==> src/rtl/intc_pkg.sv <==
package intc_pkg;
  localparam int NUM_SRC   = 6;
  localparam int VEC_W     = $clog2(NUM_SRC);
  localparam int NUM_LVL   = 2;
  localparam int EN_W      = 9;
  localparam int GLOBAL_BIT = 7;
  localparam int RSVD_LO   = 5;
  localparam int TMR2_EN_BIT = 8;

  // sources sampled one extra cycle late (tmr0, tmr1)
  localparam logic [NUM_SRC-1:0] LATE_MASK   = 6'b001010;
  // sources that receive no clear pulse (tmr2)
  localparam logic [NUM_SRC-1:0] NO_ACK_MASK = 6'b100000;
  localparam logic [EN_W-1:0]    RSVD_MASK   = EN_W'(2'b11) << RSVD_LO;

  typedef struct packed {
    logic             take;
    logic [VEC_W-1:0] vec;
  } ctlStrobe_t;

  function automatic int enBitOf(input int src);
    return (src == NUM_SRC - 1) ? TMR2_EN_BIT : src;
  endfunction
endpackage

==> src/rtl/intc_datapath.sv <==
module intc_datapath
  import intc_pkg::*;
(
  input  logic               clk,
  input  logic               rstN,
  input  logic [NUM_SRC-1:0] reqRaw,
  input  logic               enWr,
  input  logic [EN_W-1:0]    enWrData,
  input  logic               prWr,
  input  logic [NUM_SRC-1:0] prWrData,
  input  ctlStrobe_t         strobe,
  output logic [NUM_SRC-1:0] pending,
  output logic [NUM_SRC-1:0] prio,
  output logic [EN_W-1:0]    enRd,
  output logic [NUM_SRC-1:0] ackOut
);
  logic [EN_W-1:0]    enReg;
  logic [NUM_SRC-1:0] stage1;
  logic [NUM_SRC-1:0] seen;
  logic [NUM_SRC-1:0] srcEn;

  always_ff @(posedge clk) begin
    if (!rstN) begin
      enReg <= '0;
      prio  <= '0;
    end else begin
      if (enWr) enReg <= enWrData & ~RSVD_MASK;
      if (prWr) prio  <= prWrData;
    end
  end

  always_ff @(posedge clk) begin
    if (!rstN) stage1 <= '0;
    else       stage1 <= reqRaw;
  end

  for (genvar i = 0; i < NUM_SRC; i++) begin : g_src
    localparam int EB = enBitOf(i);
    assign srcEn[i] = enReg[EB];
    if (LATE_MASK[i]) begin : g_late
      logic stage2;
      always_ff @(posedge clk) begin
        if (!rstN) stage2 <= 1'b0;
        else       stage2 <= stage1[i];
      end
      assign seen[i] = stage2;
    end else begin : g_early
      assign seen[i] = stage1[i];
    end
  end

  assign pending = seen & srcEn & {NUM_SRC{enReg[GLOBAL_BIT]}};
  assign enRd    = enReg;

  always_ff @(posedge clk) begin
    if (!rstN)            ackOut <= '0;
    else if (strobe.take) ackOut <= (NUM_SRC'(1) << strobe.vec) & ~NO_ACK_MASK;
    else                  ackOut <= '0;
  end
endmodule

==> src/rtl/intc_control.sv <==
module intc_control
  import intc_pkg::*;
(
  input  logic               clk,
  input  logic               rstN,
  input  logic [NUM_SRC-1:0] pending,
  input  logic [NUM_SRC-1:0] prio,
  input  logic               ackIn,
  input  logic               retiIn,
  output logic               irq,
  output logic [VEC_W-1:0]   vec,
  output ctlStrobe_t         strobe,
  output logic [NUM_LVL-1:0] inSvc
);
  logic [NUM_SRC-1:0] hiPend, loPend;
  logic               hiOk, loOk;
  logic [NUM_LVL-1:0] inSvcNxt;

  function automatic logic [VEC_W-1:0] firstSet(input logic [NUM_SRC-1:0] v);
    logic [VEC_W-1:0] r;
    r = '0;
    for (int i = NUM_SRC - 1; i >= 0; i--)
      if (v[i]) r = VEC_W'(i);
    return r;
  endfunction

  assign hiPend = pending & prio;
  assign loPend = pending & ~prio;
  assign hiOk   = (|hiPend) && !inSvc[1];
  assign loOk   = (|loPend) && (inSvc == '0);
  assign irq    = hiOk || loOk;
  assign vec    = hiOk ? firstSet(hiPend) : (loOk ? firstSet(loPend) : '0);

  assign strobe.take = ackIn && irq;
  assign strobe.vec  = vec;

  always_comb begin
    inSvcNxt = inSvc;
    if (retiIn) begin
      if (inSvcNxt[1]) inSvcNxt[1] = 1'b0;
      else             inSvcNxt[0] = 1'b0;
    end
    if (strobe.take) inSvcNxt[hiOk] = 1'b1;
  end

  always_ff @(posedge clk) begin
    if (!rstN) inSvc <= '0;
    else       inSvc <= inSvcNxt;
  end
endmodule

==> src/rtl/intc_top.sv <==
module intc_top
  import intc_pkg::*;
(
  input  logic               clk,
  input  logic               rstN,
  input  logic [NUM_SRC-1:0] reqRaw,
  input  logic               enWr,
  input  logic [EN_W-1:0]    enWrData,
  input  logic               prWr,
  input  logic [NUM_SRC-1:0] prWrData,
  input  logic               ackIn,
  input  logic               retiIn,
  output logic               irq,
  output logic [VEC_W-1:0]   vec,
  output logic [NUM_SRC-1:0] ackOut,
  output logic [EN_W-1:0]    enRd
);
  ctlStrobe_t         strobe;
  logic [NUM_SRC-1:0] pending;
  logic [NUM_SRC-1:0] prio;
  logic [NUM_LVL-1:0] inSvc;

  intc_datapath dp_i (
    .clk(clk), .rstN(rstN), .reqRaw(reqRaw),
    .enWr(enWr), .enWrData(enWrData), .prWr(prWr), .prWrData(prWrData),
    .strobe(strobe), .pending(pending), .prio(prio),
    .enRd(enRd), .ackOut(ackOut)
  );

  intc_control ctl_i (
    .clk(clk), .rstN(rstN), .pending(pending), .prio(prio),
    .ackIn(ackIn), .retiIn(retiIn), .irq(irq), .vec(vec),
    .strobe(strobe), .inSvc(inSvc)
  );
endmodule

==> config.mk <==
export PLATFORM = sky130hd
export DESIGN_NAME = intc_top
export DESIGN_NICKNAME = d
export VERILOG_FILES = /design/src/rtl/intc_pkg.sv /design/src/rtl/intc_datapath.sv /design/src/rtl/intc_control.sv /design/src/rtl/intc_top.sv
export SDC_FILE = /design/constraint.sdc
export NUM_CORES = 1
export LEC_CHECK = 0
export CAP_MARGIN = 20
export CELL_PAD_IN_SITES_DETAIL_PLACEMENT = 0
export CELL_PAD_IN_SITES_GLOBAL_PLACEMENT = 1
export CORE_AREA = 2 2 57 59
export DETAILED_ROUTE_END_ITERATION = 6
export DIE_AREA = 0 0 59 61
export DONT_BUFFER_PORTS = 1
export GPL_ROUTABILITY_DRIVEN = 0
export PLACE_DENSITY = 0.77
export SYNTH_ARGS = -nofsm -noshare
export SYNTH_HDL_FRONTEND = slang
export SYNTH_SLANG_ARGS = --single-unit
==> constraint.sdc <==
create_clock -name clk -period 2.15 [get_ports clk]
set_input_delay 0.3225 -clock clk [delete_from_list [all_inputs] [get_ports clk]]
set_output_delay 0.3225 -clock clk [all_outputs]
set_load 0.01 [all_outputs]
# Word level (Yosys, flattened, before mapping)

Index checks and enable logic that the tools add are counted.

Mux-type cells: 19
$lt $le $gt $ge: 2
Shift-type cells: 1
Reduce and logical (&&, ||, !) cells: 10
Bitwise operators: 6

Operators by type and width:

| operator            | number |
|---|---|
| $mux 3              | 14 |
| $and 6x6->6         | 4 |
| $reduce_or 6->1     | 2 |
| $not 6->6           | 1 |
| $shl 1x3->5 const A | 1 |
| $logic_and 1x1->1   | 4 |
| $mux 2              | 2 |
| $logic_not 2->1     | 1 |
| $lt 1x2->1 const B  | 1 |
| $mux 1              | 2 |
| $or 2x2->2          | 1 |
| $reduce_and 2->1    | 1 |
| $demux 1 s1         | 1 |
| $ge 1x1->1 const B  | 1 |
| $logic_not 1->1     | 1 |
| $logic_or 1x1->1    | 1 |

Flip-flop bits (word level): 29
Output and inout port bits: 19

# Depth between registers and ports, before layout

Word-level depth: 12
Gate-level depth with buffers: 7

# Cells and area by module

Synthesis repeated with hierarchy kept, for this count alone.

Cells, all modules: 131
Area total of the unflattened synthesis: 1,287.5 um2

Modules (own cells, without submodules):

| module        | cells an instance | instances | area an instance (um2) |
|---|---|---|---|
| intc_datapath | 84                | 1         | 925.9 |
| intc_control  | 47                | 1         | 361.6 |

# Worst setup path after synthesis

OpenSTA, ideal clock, no wires.

Path kind: register -> output
From: reg dp_i.enReg[7] (netlist: dp_i.enRd[7])
To: out vec[1]
Stages on the path, launching flop included: 7
Setup slack: 0.414 ns
Path buffers: 1
Arrival time: 1.413 ns
Path through: dfxtp_1 buf_4 nand4_1 and4b_1 and2_1 a31oi_1 inv_1

Cells in the longest elaborated chain, start to end: 9
Elaborated cells between the ends (all ways): 19
Classes of those cells: mux (12); bitwise (3); reduce/logical (4)

Ends and longest elaborated chain:

| what                   | line                | source |
|---|---|---|
| from (decl)            | intc_datapath.sv:17 | `logic [EN_W-1:0] enReg;` |
| from (signal assigned) | intc_datapath.sv:27 | `if (enWr) enReg <= enWrData & ~RSVD_MASK;` |
| $and 6x6->6 *          | intc_datapath.sv:52 | `assign pending = seen & srcEn & {NUM_SRC{enReg[GLOBAL_BIT]}};` |
| $and 6x6->6            | intc_control.sv:28  | `assign loPend = pending & ~prio;` |
| $mux 3 (5 in a row)    | intc_control.sv:23  | `if (v[i]) r = VEC_W'(i);` |
| $mux 3                 | intc_control.sv:32  | `assign vec = hiOk ? firstSet(hiPend) : (loOk ? firstSet(loPend) : '0);` |
| $mux 3 *               | intc_control.sv:32  |  |
| to (decl)              | intc_top.sv:14      | `output logic [VEC_W-1:0] vec,` |

Mark *: on every way between the ends. The rest lies on a longest branch, timed or not.

# Final worst setup path

From: reg dp_i.enReg[7] (netlist: dp_i.enRd[7])
To: out irq

Cells in the longest elaborated chain, start to end: 5
Elaborated cells between the ends (all ways): 8
Classes of those cells: bitwise (3); reduce/logical (5)

Ends and longest elaborated chain:

| what                                        | line                                   | source |
|---|---|---|
| $and 6x6->6 *                               | intc_datapath.sv:52                    |  |
| $and 6x6->6, on equally long branches       | intc_control.sv:27, intc_control.sv:28 |  |
| $reduce_or 6->1, on equally long branches   | intc_control.sv:29, intc_control.sv:30 |  |
| $logic_and 1x1->1, on equally long branches | intc_control.sv:29, intc_control.sv:30 |  |
| $logic_or 1x1->1 *                          | intc_control.sv:31                     | `assign irq = hiOk \|\| loOk;` |
| to (decl)                                   | intc_top.sv:13                         | `output logic irq,` |

Marks and branches as above.

==> summary.md <==
| Metric | Value |
|---|---|
| CTS root buf | clkbuf_4 |
| Top-count cell post-synth | dfxtp_1 |
| P_leak | slightly below 0.6 nW |
| Number of distinct library cells after synthesis | 34 |
| Die Span X | just under 60 µm |
| Worst skew pair latency | 320 ps |
| Tot GR Track Use | about 14% |
| Mapped Area | 1275 µm² |
| Vias in the first global route | 931 |
| CP Capture Type | primary output |
| Total die area | between 3000 and 4000 µm² |
| Nets | about 160 |
| Cells after Synth | between 100 and 150 |
| I/O Pins | between 40 and 50 |
| Final setup violation count | 0 |
| Final min period | roughly 2100 ps |
| TritonCTS Sinks | 28 |
| Post-Syn Area per Cell | between 10 and 15 µm² |
| Drt pass-1 iters | 4 |
| FF+latch count, synth | 28 |
| Post-synth EDFFs | 0 |
| Area share of the largest cell type after synthesis | a little over two fifths |
| Iteration-0 DRC count of the detailed router | 8 |
| Crit Path Class | reg -> out |
| Sequential-to-total area share from yosys stat | 43.96% |
| Crit-path max FO | 8 |
| Synth Flop Type | dfxtp_1 |
| Row cnt | 20 |
| R2R setup slack | approximately 350 ps |
| Maximum VDD drop | between 0.3 and 0.4 mV |
| Dpl cell area | about 1300 µm² |
| CTS Buf Count | 3 |
| Fin area | 1411 µm² |
| PwrDens | about 620 nW/µm² |
| Tcrit/Tclk final | a little over nine tenths |
| Largest net degree at the start of global routing | 25 |
| Antenna viol nets, final | 0 |
| Placed Cells incl. Taps | about 160 |
| Vias per cell | around 5.7 |
| Drt total wl | about 2400 µm |
| Non-filler cells, final | ~170 |
| Max Clock Skew | 7.351 ps |
| Critical Path Source Type | flop |
| Synth-to-layout area growth | 10.70% |
| First-pass GRT wire length | 3864 µm |
| Initial core utilization | between 40% and 50% |
| Post-synth ARST share | 0% |
| DPL Wire Length | between 1500 and 2000 µm |
| CTS tree | yes |
| Max Clock Freq | between 400 and 500 MHz |
| Synth Warn # | 0 |
| Post-synth top cells | dfxtp_1, nor2b_1, mux2i_1 |
| Total number of vias | around 950 |
| WL/cell | 14.66 µm |
| Unrepaired setup endpoints after global routing | yes |
| Initial antenna violation count | 0 |
| Final hold vios | 0 |
| Crit path DAT | between 1500 and 2000 ps |
| Largest area contributor in the netlist | dfxtp_1 |
| Status | finished, final reports clean |
| Max-Cap Viols | 0 |
| # diodes | 0 |
| CTS max path bufs | 2 |
| Final slew viol count | 0 |
| CP required | about 1800 ps |
| # DRC | 0 |
| Grt ovf | 0 |
| Worst hold slack | between 90 and 100 ps |
| Port Buffer Count | 0 |
| Die height | between 60 and 70 µm |
| HP Class | in -> reg |
| Top cells by area, synth | dfxtp_1, mux2i_1, nor2b_1, and2_1, and4b_1 |
| Setup TNS | 0 ps |
| Clock slew at reported path FFs | ~150 ps |
| Max H-tree Level | 1 |
| Overall power | a little under 0.9 mW |
| Core Region | 2953 µm² |
| Share of cells above drive strength 1 | approximately 25% |
==> worst max-delay path: stages, from the launching register on <==
cell	delay (ps)
dfxtp_4	390
buf_2	160
and4b_2	270
o41a_1	450
nor2_1	100
nor2_1	80
==> cells in the final DEF, fill, tap and decap left out, types with 3 or more instances in the layout <==
| master | n |
|---|---|
| buf_4 | 8 |
| and2_1 | 9 |
| dfxtp_1 | 21 |
| dfxtp_2 | 6 |
| nand4b_1 | 3 |
| a21oi_1 | 4 |
| mux2i_1 | 13 |
| nor3_1 | 3 |
| clkbuf_4 | 3 |
| nand4_1 | 5 |
| nor2b_1 | 16 |
| nor2_1 | 4 |
| conb_1 | 3 |
==> repair_timing <==
item | in CTS | in global routing
hold buffers | 0 | 0
endpoints found under the setup margin | 4 | 3
setup buffers | 0 | 6
gates resized for setup | 2 | 14
pin swaps | 1 | 5
==> flip-flops by register name, summed over array words and instances, names as in the netlist <==
name                      flops
dp_i.ackOut                   5
dp_i.enRd                     7
ctl_i.inSvc                   2
dp_i.prio                     6
dp_i.stage1                   6
dp_i.g_src.g_late.stage2      2
==> final cells by class <==
cell class                      count  area (µm²)
Fill cell                         297        1541
Multi-Input combinational cell     90       685.7
Sequential cell                    28       571.8
Timing Repair Buffer                9       65.06
Tap cell                           33       41.29
Clock buffer                        4       36.28
Inverter                            3       11.26
==> cells by family after synthesis <==
family                 share of synthesized area, %
AOI/OAI and AO/OA                             10.30
other                                        0.2941
DFF                                           43.96
buffers and inverters                         4.416
muxes                                         10.21
and+or+nand+nor                               30.82
==> power breakdown <==
group	switching (mW)	internal, mW	total, mW
sequential	0.0238	0.543	0.566
combinational	0.0245	0.0356	0.0602
clock	0.146	0.103	0.249
==> through the flow <==
step | utilization [%] | setup slack [ps]
after floorplan | - | 414.3
after global placement | 44.07 | 229.2
after detailed placement | 44.07 | 191.4
after CTS | 45.42 | 6.467
after global routing | 47.80 | -41.55
final | 47.80 | 67.61
==> per-layer routing <==
layer	GRT usage, %	part of all wire (%)	vias to the layer above	wire, µm
met2	24.60	51	26	1243
li1	-	-	466	-
met5	0	0	-	0
met3	2.985	3.7	4	91
met4	6.494	1.2	0	30
met1	17.27	44	453	1082
==> worst paths after layout <==
path	start	endpoint	depth (start not counted)
setup / recovery	dp_i.enRd[7]$_SDFFE_PN0P_	irq	5
hold / removal	rstN	ctl_i.inSvc[0]$_SDFF_PN0_	2
setup reg to reg	dp_i.enRd[7]$_SDFFE_PN0P_	dp_i.ackOut[4]$_SDFF_PN0_	6
hold reg to reg	dp_i.stage1[1]$_SDFF_PN0_	dp_i.g_src[1].g_late.stage2$_SDFF_PN0_	1
Note: power is estimated with default switching activity, not from simulation.
